<file path="config.mk">
export PLATFORM = sky130hd
export DESIGN_NAME = secded_rd_check
export DESIGN_NICKNAME = d
export VERILOG_FILES = /design/src/rtl/secded_pkg.sv /design/src/rtl/secded_decode.sv /design/src/rtl/secded_err_cnt.sv /design/src/rtl/secded_rd_check.sv
export SDC_FILE = /design/constraint.sdc
export NUM_CORES = 1
export LEC_CHECK = 0
export BUFFER_PORTS_ARGS = -buffer_cell sky130_fd_sc_hd__buf_2
export CORE_MARGIN = 2
export CORE_UTILIZATION = 54
export CTS_BUF_LIST = sky130_fd_sc_hd__clkbuf_4
export CTS_CLUSTER_SIZE = 30
export DETAILED_ROUTE_END_ITERATION = 7
export PLACE_DENSITY = 0.83
export SKIP_LAST_GASP = 1
export SLEW_MARGIN = 20
export SYNTH_ARGS = -nofsm -noshare
export SYNTH_HDL_FRONTEND = slang
export SYNTH_SLANG_ARGS = --single-unit
export TNS_END_PERCENT = 30
</file>
<file path="constraint.sdc">
create_clock -name clk_i -period 1.7 [get_ports clk_i]
set_input_delay 0.51 -clock clk_i [delete_from_list [all_inputs] [get_ports clk_i]]
set_output_delay 0.51 -clock clk_i [all_outputs]
set_load 0.01 [all_outputs]
</file>
<file path="src/rtl/secded_pkg.sv">
package secded_pkg;
  localparam int unsigned DATA_W = 32;
  localparam int unsigned HAM_W  = 6;
  localparam int unsigned WORD_W = DATA_W + HAM_W + 1;

  // Hamming position of data bit idx: idx-th non-power-of-two from 3 upward
  function automatic logic [HAM_W-1:0] data_pos(input int unsigned idx);
    int unsigned n;
    logic [HAM_W-1:0] p;
    n = 0;
    p = '0;
    for (int unsigned q = 3; q < 64; q++) begin
      if ((q & (q - 1)) != 0) begin
        if (n == idx) p = HAM_W'(q);
        n++;
      end
    end
    return p;
  endfunction
endpackage

</file>
<file path="src/rtl/secded_decode.sv">
module secded_decode
  import secded_pkg::*;
(
  input  logic [DATA_W-1:0] data_i,
  input  logic [HAM_W:0]    chk_i,
  output logic [DATA_W-1:0] data_o,
  output logic              single_o,
  output logic              double_o
);
  localparam logic [HAM_W-1:0] MAX_POS = HAM_W'(DATA_W + HAM_W);

  logic [HAM_W-1:0] contrib [DATA_W];
  logic [HAM_W-1:0] syn;
  logic             odd;

  for (genvar i = 0; i < DATA_W; i++) begin : g_bit
    localparam logic [HAM_W-1:0] P = data_pos(i);
    assign contrib[i] = data_i[i] ? P : '0;
    assign data_o[i]  = data_i[i] ^ (single_o && (syn == P));
  end

  always_comb begin
    syn = chk_i[HAM_W-1:0];
    for (int i = 0; i < DATA_W; i++) syn ^= contrib[i];
  end

  assign odd      = ^{chk_i, data_i};
  assign single_o = odd && (syn <= MAX_POS);
  assign double_o = (!odd && (syn != '0)) || (odd && (syn > MAX_POS));
endmodule

</file>
<file path="src/rtl/secded_err_cnt.sv">
module secded_err_cnt #(
  parameter int unsigned CNT_W = 8
) (
  input  logic             clk_i,
  input  logic             rst_ni,
  input  logic             inc_i,
  input  logic             clr_i,
  output logic [CNT_W-1:0] cnt_o
);
  localparam logic [CNT_W-1:0] CNT_MAX = '1;

  logic [CNT_W-1:0] cnt_q;

  always_ff @(posedge clk_i or negedge rst_ni) begin
    if (!rst_ni)                         cnt_q <= '0;
    else if (clr_i)                      cnt_q <= '0;
    else if (inc_i && cnt_q != CNT_MAX)  cnt_q <= cnt_q + 1'b1;
  end

  assign cnt_o = cnt_q;

  a_r8_count_step: assert property (@(posedge clk_i) disable iff (!rst_ni)
    inc_i && !clr_i && cnt_q != CNT_MAX |=> cnt_q == $past(cnt_q) + 1'b1);
  a_r9_saturate: assert property (@(posedge clk_i) disable iff (!rst_ni)
    cnt_q == CNT_MAX && !clr_i |=> cnt_q == CNT_MAX);
  a_r10_clear: assert property (@(posedge clk_i) disable iff (!rst_ni)
    clr_i |=> cnt_q == '0);
endmodule

</file>
<file path="src/rtl/secded_rd_check.sv">
module secded_rd_check
  import secded_pkg::*;
#(
  parameter int unsigned ADDR_W = 12,
  parameter int unsigned CNT_W  = 8
) (
  input  logic              clk_i,
  input  logic              rst_ni,
  input  logic              ecc_en_i,
  input  logic              rd_valid_i,
  input  logic [ADDR_W-1:0] rd_addr_i,
  input  logic [WORD_W-1:0] rd_word_i,
  input  logic              cnt_clr_i,
  output logic [DATA_W-1:0] rdata_o,
  output logic              rdata_valid_o,
  output logic              err_single_o,
  output logic              err_double_o,
  output logic              bus_err_o,
  output logic [ADDR_W-1:0] fail_addr_o,
  output logic [CNT_W-1:0]  single_cnt_o,
  output logic [CNT_W-1:0]  double_cnt_o
);
  logic [DATA_W-1:0] fixed_data;
  logic              dec_single, dec_double;
  logic              hit_single, hit_double;

  logic              valid_q, single_q, double_q;
  logic [DATA_W-1:0] rdata_q;
  logic [ADDR_W-1:0] fail_addr_q;

  secded_decode i_decode (
    .data_i   (rd_word_i[DATA_W-1:0]),
    .chk_i    (rd_word_i[WORD_W-1:DATA_W]),
    .data_o   (fixed_data),
    .single_o (dec_single),
    .double_o (dec_double)
  );

  assign hit_single = rd_valid_i && ecc_en_i && dec_single;
  assign hit_double = rd_valid_i && ecc_en_i && dec_double;

  always_ff @(posedge clk_i or negedge rst_ni) begin
    if (!rst_ni) begin
      valid_q     <= 1'b0;
      single_q    <= 1'b0;
      double_q    <= 1'b0;
      rdata_q     <= '0;
      fail_addr_q <= '0;
    end else begin
      valid_q  <= rd_valid_i;
      single_q <= hit_single;
      double_q <= hit_double;
      // double keeps raw data; single is corrected
      if (rd_valid_i)
        rdata_q <= (ecc_en_i && !dec_double) ? fixed_data : rd_word_i[DATA_W-1:0];
      if (hit_single || hit_double) fail_addr_q <= rd_addr_i;
    end
  end

  secded_err_cnt #(.CNT_W(CNT_W)) i_cnt_single (
    .clk_i  (clk_i),
    .rst_ni (rst_ni),
    .inc_i  (hit_single),
    .clr_i  (cnt_clr_i),
    .cnt_o  (single_cnt_o)
  );

  secded_err_cnt #(.CNT_W(CNT_W)) i_cnt_double (
    .clk_i  (clk_i),
    .rst_ni (rst_ni),
    .inc_i  (hit_double),
    .clr_i  (cnt_clr_i),
    .cnt_o  (double_cnt_o)
  );

  assign rdata_o       = rdata_q;
  assign rdata_valid_o = valid_q;
  assign err_single_o  = single_q;
  assign err_double_o  = double_q;
  assign bus_err_o     = double_q;
  assign fail_addr_o   = fail_addr_q;

  a_r5_bypass_quiet: assert property (@(posedge clk_i) disable iff (!rst_ni)
    rd_valid_i && !ecc_en_i |=> !err_single_o && !err_double_o
      && rdata_o == $past(rd_word_i[DATA_W-1:0]) && $stable(fail_addr_o));
  a_r7_addr_capture: assert property (@(posedge clk_i) disable iff (!rst_ni)
    rd_valid_i && ecc_en_i && (dec_single || dec_double)
      |=> fail_addr_o == $past(rd_addr_i));
  a_r12_flag_pulse: assert property (@(posedge clk_i) disable iff (!rst_ni)
    (err_single_o || err_double_o) |-> rdata_valid_o);
  a_r2_flags_exclusive: assert property (@(posedge clk_i) disable iff (!rst_ni)
    !(err_single_o && err_double_o));
  a_r4_resp_double: assert property (@(posedge clk_i) disable iff (!rst_ni)
    rd_valid_i && ecc_en_i && dec_double |=> bus_err_o && rdata_o == $past(rd_word_i[DATA_W-1:0]));
endmodule

</file>
==> impl_metrics.csv, run 1 <==
group,metric,value,unit
clock_tree,h-tree-depth,3,
sta,fin_crit_sh,1.59,
floorplanning,core_area,7140,um^2
logic_synthesis,synth_warnings,0,
place,place.port_buffers,119,
logic_synthesis,synth.avg_cell_area,10.3,um^2
power_and_ir_drop,ir_drop,0.793,mV
worst_setup_path,arrival,2990,ps
drt,drt-initial-drc-count,237,
power_and_ir_drop,totalPowerFinal,8.35,mW
place,numPlacedInstances,646,
finish,fin_area,5950,um^2
worst_setup_path,worstSetupEndpointType,"register",
finish,utilization,0.834,
finish,area_delta_synth_final,51.4,%
finish,final_nets,631,
drt,drc,0,
worst_setup_path,r2r_start,"i_cnt_single.cnt_o[0]$_DFFE_PN0P_",
power_and_ir_drop,sw_frac_of_total,0.417,
power_and_ir_drop,p_seq_frac,0.217,
worst_setup_path,r2r_cells,6,
place,pre_cts_ws,-1490,ps
power_and_ir_drop,power_density,1400,nW/um^2
clock_tree,clkTransAtPathRegs,110,ps
drt,drtAntennaViolNets,0,
logic_synthesis,syn-cell-area,3930,um^2
logic_synthesis,ys.flop_type,"dfrtp_1",
power_and_ir_drop,intPower,4.87,mW
grt,grt_max_degree,64,
sta,maxSlewHeadroom,0.472,
floorplanning,ios,120,
clock_tree,clock_latency,410,ps
drt,dr_total_vias,3713,
sta,whs,79.0,ps
sta,fin_tns_setup,-54340,ps
power_and_ir_drop,cellLeakagePower,2.76,nW
finish,num_antenna_cells,0,
floorplanning,start_util,0.551,
drt,wl_per_cell,18.3,um
sta,fin_ws,-999,ps
floorplanning,die-area,7980,um^2
floorplanning,rows,31,
grt,grt_pass1_wl,17100,um
grt,antenna_found_initial,0,
place,gp_congestion,0.946,
worst_setup_path,rr_endpoint,"i_cnt_single.cnt_o[3]$_DFFE_PN0P_",
power_and_ir_drop,pwr-share-comb,0.662,
outcome,violations,"setup timing",
floorplanning,die_h,89.3,um
logic_synthesis,synth-seq-cells,63,
logic_synthesis,yosysSeqAreaShare,0.401,
finish,final-seq-area,1580,um^2
drt,wl,12400,um
logic_synthesis,synthArstFlopShare,1.00,
finish,fillers,420,
finish,final_cells,677,
worst_setup_path,endpoint,"rdata_o[17]$_DFFE_PN0P_",
floorplanning,fp.dieW,89.3,um
logic_synthesis,synth_nets,438,
power_and_ir_drop,p_clk_frac,0.121,
sta,finClkSkew,8.48,ps
clock_tree,cts_max_path_buffers,2,
clock_tree,cts_tree,"yes",
job,maxCapViolCount,0,
worst_setup_path,critPathLaunch,"rd_word_i[12]",
clock_tree,cts-root-buf,"clkbuf_4",
worst_hold_path,hold_path_class,"input pin to asynchronous set/reset pin",
worst_setup_path,ff2ff_setup_slack,-190,ps
place,placed_cell_area,5200,um^2
grt,gr-total-overflow,0,
drt,vias_per_cell,5.48,
outcome,status,"complete, but fails checks",
worst_setup_path,critPathKind,"input pin to register",
sta,report.final.slew_viol_count,0,
sta,hold_viol_final,0,
clock_tree,cts_buffers,9,
finish,drive_gt1_frac,0.516,
clock_tree,clock_sinks,63,
worst_setup_path,worstPathRequired,1990,ps
logic_synthesis,synth.distinct_cells,39,
finish,multi_input_area,2780,um^2
place,post-dp-hpwl,7850,um
power_and_ir_drop,power_switching,3.48,mW
sta,setup_viol,62,
logic_synthesis,synthCells,380,
logic_synthesis,synth-edff-count,0,
drt,firstDrtPassIters,5,
grt,grt_pass1_vias,3504,
sta,rsz0062_at_grt,"yes",
clock_tree,cts_hold_buf,0,
grt,grt_use_total,0.285,
sta,max_freq,371,MHz
sta,fin_crit,2700,ps
worst_setup_path,crit_fanout,6,
worst_setup_path,startpoint_type,"input pin",
sta,tightest_slew,789,ps
## how the worst min path moves through the flow
stage,startpoint,to,slack [ps],cells after the start
global route,rst_ni,i_cnt_double.cnt_o[4]$_DFFE_PN0P_,100,2
detailed placement,fail_addr_o[8]$_DFFE_PN0P_,fail_addr_o[8]$_DFFE_PN0P_,490,1
global placement,fail_addr_o[0]$_DFFE_PN0P_,fail_addr_o[0]$_DFFE_PN0P_,480,1
finish,rst_ni,i_cnt_double.cnt_o[4]$_DFFE_PN0P_,80,2
floorplan,rst_ni,bus_err_o$_DFF_PN0_,210,0
CTS,rst_ni,i_cnt_double.cnt_o[6]$_DFFE_PN0P_,110,2
## flip-flops by register name, indices dropped and copies added (netlist names)
register            flops
i_cnt_double.cnt_o      8
fail_addr_o            12
rdata_o                32
rdata_valid_o           1
bus_err_o               1
i_cnt_single.cnt_o      8
err_single_o            1
## layer usage
metal	share of wire	global-route usage
met1	0.39	0.338
met2	0.50	0.510
met3	0.078	0.0609
met4	0.032	0.103
met5	0	0
## power groups by stage
stage | Clock, mW | Sequential, mW | Combinational (mW)
after global placement | 0 | 1.82 | 4.06
after detailed placement | 0 | 1.84 | 4.08
after global routing | 1.09 | 1.83 | 5.79
after CTS | 1.02 | 1.81 | 4.75
final | 1.01 | 1.81 | 5.52
after floorplan | 0 | 1.94 | 2.25
## critical path, stage by stage
cell and delay (ps):
buf_2 130, xnor2_2 160, xnor3_2 500, xnor2_4 300, xnor2_2 160, or2_2 340, nand2b_1 340, nor2_1 260
xnor2_1 170, a21oi_1 100
## cells by family after synthesis
group / share of synthesized area
adder cells (fa/ha/maj): 0.00637
XOR/XNOR: 0.299
multiplexers: 0.0490
flip-flops: 0.401
AND/OR/NAND/NOR: 0.161
AO/OA/AOI/OAI: 0.0614
buffers and inverters: 0.0220
## cells in the mapped netlist, types with 2 or more instances
cell type / count / area share
nand2b_1: 3 / 0.0048
nor4_1: 5 / 0.0080
nand3b_1: 2 / 0.0038
xnor2_1: 77 / 0.17
or2_2: 2 / 0.0032
xnor2_2: 5 / 0.021
buf_4: 2 / 0.0038
ha_1: 2 / 0.0064
and3_1: 6 / 0.0096
nand3_1: 11 / 0.014
nand2_1: 13 / 0.012
mux2i_1: 2 / 0.0051
clkbuf_1: 8 / 0.0076
mux2_4: 10 / 0.038
buf_6: 2 / 0.0057
nor2_1: 79 / 0.075
mux2_2: 2 / 0.0057
inv_1: 4 / 0.0038
xor2_1: 11 / 0.025
xnor3_1: 12 / 0.069
nor3_1: 4 / 0.0051
a21oi_1: 33 / 0.042
nand4_1: 7 / 0.011
dfrtp_1: 63 / 0.40
## what timing repair did
action	4_1_cts	5_1_grt
endpoints found under the setup margin	62	62
resized for setup	39	73
cloned	1	0
setup buffers	7	9
pin swaps	29	39
## cell type report
class,count,share of cell area
multi-input combinational,300,0.467
sequential,63,0.265
timing repair buffer,195,0.223
tap,99,0.0208
clock buffer,9,0.0114
clock inverter,7,0.0107
inverter,4,0.00252
## placed cells by master (no fill, tap or decap), types with 7 or more instances in the layout
cell	instances
clkbuf_4	9
nor2_4	11
nor2_1	66
a21oi_1	31
buf_6	13
nand4_1	7
xnor2_1	51
dfrtp_1	63
buf_4	69
xnor2_4	9
buf_2	106
xnor2_2	23
xnor3_2	7
mux2_4	10
xor2_1	9
nand2_1	9
nand3_1	10
No activity file was read; power rests on OpenSTA's default activity.
==> inputs of run 2 (changes only) <==
--- a/config.mk
+++ b/config.mk
@@ -5,13 +5,14 @@
 export SDC_FILE = /design/constraint.sdc
 export NUM_CORES = 1
 export LEC_CHECK = 0
+export ABC_AREA = 1
 export BUFFER_PORTS_ARGS = -buffer_cell sky130_fd_sc_hd__buf_2
 export CORE_MARGIN = 2
-export CORE_UTILIZATION = 54
+export CORE_UTILIZATION = 51
 export CTS_BUF_LIST = sky130_fd_sc_hd__clkbuf_4
 export CTS_CLUSTER_SIZE = 30
 export DETAILED_ROUTE_END_ITERATION = 7
-export PLACE_DENSITY = 0.83
+export PLACE_DENSITY = 0.79
 export SKIP_LAST_GASP = 1
 export SLEW_MARGIN = 20
 export SYNTH_ARGS = -nofsm -noshare
==> constraint.sdc (replaced) <==
create_clock -name clk_i -period 2.3 [get_ports clk_i]
set_input_delay 0.69 -clock clk_i [delete_from_list [all_inputs] [get_ports clk_i]]
set_output_delay 0.69 -clock clk_i [all_outputs]
set_load 0.01 [all_outputs]
==> run 2 against run 1 <==
  * The run still ends with setup timing left
  * Global-route usage is 1.4 points higher
  * Sequential share of layout area is 7.1 points lower
  * Via count is 81% higher
  * Area after synthesis is 33% higher
  * Total power is 44% lower
  * Combinational power is 50% lower
  * Cell count is 79% higher
  * Non-clock buffer count is 51 higher
  * Synthesized cell count is 120% higher
  * Largest power group unchanged
==> impl_metrics.csv, run 2 <==
group,metric,value,unit
outcome,status,"complete, but fails checks",
outcome,violations,"setup timing",
worst_setup_path,r2r_cells,6,
drt,drt-initial-drc-count,604,
finish,final_nets,1130,
worst_hold_path,hold_path_class,"input pin to asynchronous set/reset pin",
floorplanning,ios,120,
finish,utilization,0.802,
sta,fin_crit_sh,1.13,
worst_setup_path,worstPathRequired,2630,ps
place,place.port_buffers,119,
drt,met3WireLength,1540,um
logic_synthesis,synth.distinct_cells,34,
finish,final_cells,1213,
floorplanning,rows,37,
worst_setup_path,crit_fanout,8,
sta,whs,233,ps
logic_synthesis,synthCells,834,
place,numPlacedInstances,1164,
floorplanning,start_util,0.517,
sta,fin_tns_setup,-12400,ps
sta,fin_ws,-292,ps
power_and_ir_drop,power_density,579,nW/um^2
sta,rsz0062_at_grt,"yes",
sta,max_freq,386,MHz
finish,layout_common_cells,"nand2_1, buf_4, buf_2, nand2_2, nand3_1",
drt,wl,19700,um
grt,gr-total-overflow,0,
finish,largest_reg_flops,32,
clock_tree,cts-root-buf,"clkbuf_4",
sta,report.final.slew_viol_count,0,
place,post-dp-hpwl,12400,um
logic_synthesis,synth.area.top_cells,"dfrtp_1, nand2_1, nand3_1, xor2_1, inv_1",
drt,firstDrtPassIters,6,
worst_setup_path,cp_common_cell,"nand2_1",
finish,drive_gt1_frac,0.470,
finish,area_delta_synth_final,55.0,%
worst_setup_path,ff2ff_setup_slack,630,ps
worst_setup_path,startpoint_type,"input pin",
logic_synthesis,synth-seq-cells,63,
floorplanning,fp.dieW,105,um
sta,fin_crit,2590,ps
sta,setup_viol,60,
sta,hold_viol_final,0,
drt,dr_total_vias,6718,
drt,drc,0,
worst_setup_path,critPathKind,"input pin to register",
drt,drtAntennaViolNets,0,
worst_setup_path,path_buf_inv,6,
grt,grt_pass1_vias,5725,
clock_tree,clkTransAtPathRegs,130,ps
logic_synthesis,syn-cell-area,5250,um^2
logic_synthesis,yosysTopAreaCellShare,0.301,
finish,num_antenna_cells,0,
grt,grt_pass1_wl,26800,um
logic_synthesis,yosysMostFrequentCell,"nand2_1",
logic_synthesis,yosysSeqAreaShare,0.301,
clock_tree,cts_tree,"yes",
drt,wl_met1,7470,um
logic_synthesis,synthArstFlopShare,1.00,
logic_synthesis,synth.avg_cell_area,6.29,um^2
sta,tightest_slew,576,ps
logic_synthesis,synth_warnings,0,
worst_setup_path,r2r_start,"i_cnt_single.cnt_o[1]$_DFFE_PN0P_",
worst_setup_path,cp_cell_sequence,"buf_2 -> inv_1 -> nand2_1 -> nand2_1 -> xor2_1 -> xnor2_2 -> inv_1 -> nand2_4 -> nand3_4 -> nand2_4 -> nand3_4 -> buf_6 -> a21oi_4 -> buf_6 -> buf_12 -> nand4_1 -> nand3_1 -> nand2_1",
clock_tree,clock_sinks,63,
sta,finClkSkew,9.11,ps
floorplanning,die_h,105,um
job,maxCapViolCount,0,
clock_tree,h-tree-depth,3,
power_and_ir_drop,cellLeakagePower,4.43,nW
logic_synthesis,yosysTopAreaCell,"dfrtp_1",
finish,final_common_cell,"nand2_1",
sta,maxSlewHeadroom,0.615,
worst_setup_path,crit_family,"simple AND/OR/NAND/NOR gates",
worst_setup_path,cp_slowest_cell,"xor2_1",
logic_synthesis,synth_common_cells,"nand2_1, nand3_1, dfrtp_1",
floorplanning,core_area,10100,um^2
drt,vias_per_cell,5.54,
clock_tree,cts_buffers,9,
place,gp_congestion,1.00,
drt,top_layer,"met4",
logic_synthesis,synth_nets,892,
power_and_ir_drop,ir_drop,0.327,mV
clock_tree,clock_latency,430,ps
worst_setup_path,max_stage_delay,250,ps
drt,wl_met2,9740,um
grt,antenna_found_initial,0,
logic_synthesis,synth-edff-count,0,
grt,grt_max_degree,40,
worst_setup_path,arrival,2920,ps
worst_setup_path,rr_endpoint,"i_cnt_single.cnt_o[5]$_DFFE_PN0P_",
grt,grt_use_total,0.299,
worst_setup_path,worstSetupEndpointType,"register",
drt,wl_per_cell,16.2,um
logic_synthesis,ys.flop_type,"dfrtp_1",
floorplanning,die-area,11100,um^2
clock_tree,cts_max_path_buffers,2,
power_and_ir_drop,totalPowerFinal,4.71,mW
-- run 2: changes by cell type after synthesis, sizes merged, moves of 6 or more --
| cell | change |
|---|---|
| xnor3 | -13 |
| nand2 | +418 |
| buf | +10 |
| xnor2 | -65 |
| and3 | -6 |
| inv | +68 |
| nor3 | +6 |
| nand4 | +7 |
| nand3 | +94 |
| xor2 | +11 |
| a21oi | -29 |
| nor2 | -31 |
-- run 2: how the worst max path moves through the flow --
stage             startpoint                                end  slack [ps]  cells after the start
2_1_floorplan  rd_word_i[10]            rdata_o[13]$_DFFE_PN0P_        -280                     15
3_3_place_gp   rd_word_i[31]  i_cnt_single.cnt_o[3]$_DFFE_PN0P_        -690                     15
3_5_place_dp   rd_word_i[10]  i_cnt_single.cnt_o[4]$_DFFE_PN0P_        -730                     15
4_1_cts        rd_word_i[30]            rdata_o[20]$_DFFE_PN0P_        -100                     14
5_1_grt        rd_word_i[25]            rdata_o[13]$_DFFE_PN0P_        -390                     21
6_report       rd_word_i[36]            rdata_o[13]$_DFFE_PN0P_        -290                     18
-- run 2: cell families after synthesis --
family          share of synthesized area
compound gates                     0.0160
xor+xnor                           0.0725
fa+ha+maj                         0.00477
buf+inv                            0.0811
flops                               0.301
mux                                0.0258
simple gates                        0.499
-- run 2: repair_timing --
item,in CTS,in global routing
hold buffers,0,0
gates cloned,1,4
gates resized for setup,146,151
buffers inserted,15,14
endpoints found under the setup margin,60,61
pin swaps,42,86
-- run 2: routing by layer --
layer / vias up / GRT usage
met3: 107 / 0.0550
met1: 3120 / 0.381
met5: - / 0
li1: 3104 / -
met2: 387 / 0.513
met4: 0 / 0.0952
-- run 2: worst reg2reg max path, cell delays in order (launching register included) --
cell and delay [ps]:
dfrtp_1 470, ha_1 250, nand3_1 250, o21ai_4 310, nand2_4 120, nand2_1 100, nand2_1 60
-- run 2: layout make-up --
cell class | instances | area, um^2
Sequential cell | 63 | 1580
Multi-Input combinational cell | 680 | 4090
Timing Repair Buffer | 246 | 1850
Inverter | 72 | 330
Tap cell | 136 | 170
Clock buffer | 10 | 75.1
Clock inverter | 6 | 37.5
Fill cell | 652 | 2010
-- run 2: power by group --
group          internal [mW]  switching (mW)
clock                  0.228           0.440
combinational           1.17            1.57
sequential              1.22          0.0789
-- run 2: stage by stage --
step                      setup slack (ps)  cell area [um^2]
after floorplan                       -282              5330
after global placement                -694              6700
after detailed placement              -730              6700
after CTS                            -96.6              7430
after global routing                  -388              8130
final                                 -292              8130
==> inputs of run 3 (changes only) <==
--- a/config.mk
+++ b/config.mk
@@ -7,8 +7,11 @@
 export LEC_CHECK = 0
 export ABC_AREA = 1
 export BUFFER_PORTS_ARGS = -buffer_cell sky130_fd_sc_hd__buf_2
+export CELL_PAD_IN_SITES_DETAIL_PLACEMENT = 1
+export CELL_PAD_IN_SITES_GLOBAL_PLACEMENT = 2
+export CORE_ASPECT_RATIO = 1.2
 export CORE_MARGIN = 2
-export CORE_UTILIZATION = 51
+export CORE_UTILIZATION = 27
 export CTS_BUF_LIST = sky130_fd_sc_hd__clkbuf_4
 export CTS_CLUSTER_SIZE = 30
 export DETAILED_ROUTE_END_ITERATION = 7
@@ -17,5 +20,6 @@
 export SLEW_MARGIN = 20
 export SYNTH_ARGS = -nofsm -noshare
 export SYNTH_HDL_FRONTEND = slang
+export SYNTH_HIERARCHICAL = 1
 export SYNTH_SLANG_ARGS = --single-unit
 export TNS_END_PERCENT = 30
==> run 3 against run 2 <==
  * The run still ends with setup timing left
  * Clock skew grew 11 ps
  * Total power grew 50%
  * Cell count rose by 32%
  * Register-to-register slack better by 140 ps
  * Clock-buffer cell count is the same
  * Worst setup slack improved by 62 ps
  * Flip-flop and latch count did not move
  * Highest routed layer unchanged
  * Largest power group unchanged
  * Critical path type unchanged
  * Sequential share of layout area shrank 2.0 points
==> impl_metrics.csv, run 3 <==
group,metric,value,unit
worst_setup_path,cp_slowest_cell,"nand3_1",
floorplanning,start_util,0.273,
clock_tree,cts-root-buf,"clkbuf_4",
grt,antenna_found_initial,1,
clock_tree,clkTransAtPathRegs,140,ps
clock_tree,cts_tree,"yes",
sta,report.final.slew_viol_count,0,
floorplanning,rows,61,
power_and_ir_drop,cellLeakagePower,5.03,nW
worst_setup_path,cp_common_cell,"nand3_1",
power_and_ir_drop,intPower,3.68,mW
place,gp_congestion,0.877,
floorplanning,die-area,24500,um^2
grt,grt_max_degree,38,
floorplanning,die_h,171,um
outcome,violations,"setup timing",
drt,wl_met2,12800,um
logic_synthesis,synth_common_cells,"nand2_1, nand3_1, inv_1",
clock_tree,cts_hold_buf,0,
drt,drc,0,
drt,met3WireLength,717,um
worst_setup_path,max_stage_delay,250,ps
drt,dr_total_vias,7407,
drt,top_layer,"met4",
logic_synthesis,ys.flop_type,"dfrtp_1",
sta,rsz0062_at_grt,"yes",
drt,drtAntennaViolNets,0,
logic_synthesis,synth_warnings,6,
drt,wl_per_cell,15.2,um
logic_synthesis,syn-cell-area,6280,um^2
logic_synthesis,synth_fa_ha_area_frac,0.00398,
finish,largest_reg_flops,32,
logic_synthesis,yosys-mux-area-fraction,0,
drt,drt-initial-drc-count,299,
worst_setup_path,worstSetupEndpointType,"register",
logic_synthesis,synth.distinct_cells,35,
drt,vias_per_cell,4.64,
logic_synthesis,synth_xor_xnor_area_share,0.0450,
sta,fin_tns_setup,-9840,ps
finish,area_delta_synth_final,44.3,%
sta,setup_viol,60,
drt,wl,24300,um
finish,drive_gt1_frac,0.370,
logic_synthesis,synth-simple-area-share,0.544,
clock_tree,clock_latency,440,ps
logic_synthesis,yosysTopAreaCellShare,0.282,
logic_synthesis,synth_compound_area_frac,0.0185,
worst_hold_path,hold_path_class,"input pin to asynchronous set/reset pin",
worst_setup_path,worstPathRequired,2650,ps
floorplanning,ios,120,
place,place.port_buffers,119,
sta,maxSlewHeadroom,0.709,
sta,finClkSkew,19.7,ps
outcome,status,"complete, but fails checks",
worst_setup_path,cp_cell_sequence,"buf_2 -> buf_6 -> xnor2_4 -> inv_1 -> nand2_2 -> nand2_4 -> xor2_2 -> buf_4 -> nand3_1 -> buf_4 -> nor2_1 -> nand3_1 -> nand2_1 -> nand2_1 -> inv_1 -> nand3_1 -> nand3_1 -> nand2_1",
logic_synthesis,synthCells,1057,
logic_synthesis,synth_top_family_by_area,"simple AND/OR/NAND/NOR gates",
grt,grt_pass1_vias,7354,
job,maxCapViolCount,0,
grt,gr-total-overflow,0,
sta,tightest_slew,436,ps
finish,layout_common_cells,"nand2_1, nand3_1, buf_4, inv_1, buf_2",
place,post-dp-hpwl,18700,um
power_and_ir_drop,totalPowerFinal,7.04,mW
sta,hold_viol_final,0,
worst_setup_path,startpoint_type,"input pin",
power_and_ir_drop,p_clk_frac,0.135,
power_and_ir_drop,sw_frac_of_total,0.478,
finish,final_cells,1598,
power_and_ir_drop,power_switching,3.37,mW
clock_tree,cts_max_path_buffers,2,
clock_tree,cts_buffers,9,
sta,fin_crit,2530,ps
logic_synthesis,synth_nets,1115,
power_and_ir_drop,p_seq_frac,0.224,
logic_synthesis,synth.area.top_cells,"nand2_1, dfrtp_1, nand3_1, inv_1, nand4_1",
finish,final_common_cell,"nand2_1",
drt,wl_met1,10500,um
power_and_ir_drop,power_density,777,nW/um^2
logic_synthesis,synth-seq-cells,63,
worst_setup_path,crit_fanout,5,
power_and_ir_drop,ir_drop,0.328,mV
logic_synthesis,synth-edff-count,0,
logic_synthesis,synthArstFlopShare,1.00,
place,pre_cts_ws,-956,ps
grt,grt_pass1_wl,38600,um
sta,whs,157,ps
sta,fin_crit_sh,1.10,
place,numPlacedInstances,1556,
logic_synthesis,synth.avg_cell_area,5.94,um^2
floorplanning,fp.dieW,143,um
logic_synthesis,yosysMostFrequentCell,"nand2_1",
logic_synthesis,yosysSeqAreaShare,0.251,
logic_synthesis,yosysTopAreaCell,"nand2_1",
floorplanning,core_area,23000,um^2
grt,grt_use_total,0.199,
worst_setup_path,critPathKind,"input pin to register",
clock_tree,h-tree-depth,3,
power_and_ir_drop,pwr-share-comb,0.641,
finish,final_nets,1335,
sta,max_freq,395,MHz
worst_setup_path,arrival,2880,ps
clock_tree,clock_sinks,63,
sta,fin_ws,-230,ps
drt,firstDrtPassIters,4,
[run 3: cell types whose count changed in the layout (fill, tap and decap cells not counted), moves of 7 or more]
cell	before	now
nand3_1	83	121
inv_4	16	9
nor3_2	3	13
nand2_2	92	67
xor2_1	17	10
nand2_4	45	23
inv_1	32	114
buf_6	24	10
nor2_2	5	17
nand2_1	296	417
nand4_1	14	31
mux2_4	9	0
nor2_1	38	19
[run 3: layout make-up]
type                       count  area [um^2]
clock inverter                 6         93.8
fill                        3096        14000
timing repair buffer         246         1890
inverter                     153          612
tap                          315          394
antenna                        1         2.50
multi-input combinational    804         4420
sequential                    63         1580
clock buffer                  10         75.1
[run 3: worst paths after layout]
| check | from | end | slack, ps | cells past startpoint |
|---|---|---|---|---|
| hold reg to reg | fail_addr_o[1]$_DFFE_PN0P_ | fail_addr_o[1]$_DFFE_PN0P_ | 480 | 2 |
| max in group asynchronous | rst_ni | rdata_o[16]$_DFFE_PN0P_ | 1560 | 2 |
| min in group clk_i | rd_addr_i[0] | fail_addr_o[0]$_DFFE_PN0P_ | 440 | 3 |
| setup / recovery | rd_word_i[28] | rdata_o[28]$_DFFE_PN0P_ | -230 | 18 |
| setup reg to reg | i_cnt_single/cnt_o[0]$_DFFE_PN0P_ | i_cnt_single/cnt_o[4]$_DFFE_PN0P_ | 770 | 9 |
| hold / removal | rst_ni | rdata_o[1]$_DFFE_PN0P_ | 160 | 1 |
[run 3: power by group through the flow]
stage / combinational, mW / sequential, mW / clock [mW]
6_report: 4.51 / 1.58 / 0.950
5_1_grt: 4.92 / 1.62 / 1.03
4_1_cts: 4.26 / 1.58 / 0.997
3_5_place_dp: 3.76 / 1.61 / 0
3_3_place_gp: 3.70 / 1.60 / 0
2_1_floorplan: 2.25 / 1.74 / 0
[run 3: kinds of logic after synthesis]
kind of cell,after synthesis
AO/OA/AOI/OAI,19
XOR/XNOR,28
adder cells (fa/ha/maj),2
buffers and inverters,190
flip-flops,63
AND/OR/NAND/NOR,755
[run 3: worst max-delay path: cells and delay by family]
family	cells	cell delay, ps
buffers and inverters	6	800
xor gates and xnor gates	2	410
and+or+nand+nor	10	980
[run 3: routing by layer]
metal | vias to the layer above | global-route usage
met2 | 104 | 0.369
met1 | 3576 | 0.242
li1 | 3714 | -
met4 | 0 | 0.0524
met3 | 13 | 0.0221
met5 | - | 0
[run 3: per-stage QoR]
step / instance area, um^2 / util
2_1_floorplan: 6380 / -
3_3_place_gp: 7970 / 0.346
3_5_place_dp: 7970 / 0.346
4_1_cts: 8770 / 0.380
5_1_grt: 9070 / 0.393
6_report: 9070 / 0.393
[run 3: timing repair]
action	CTS	global route
pin swaps	51	29
endpoints found under the hold margin	0	0
resized for setup	122	74
endpoints found under the setup margin	60	62
setup buffers	20	2
cloned	2	1
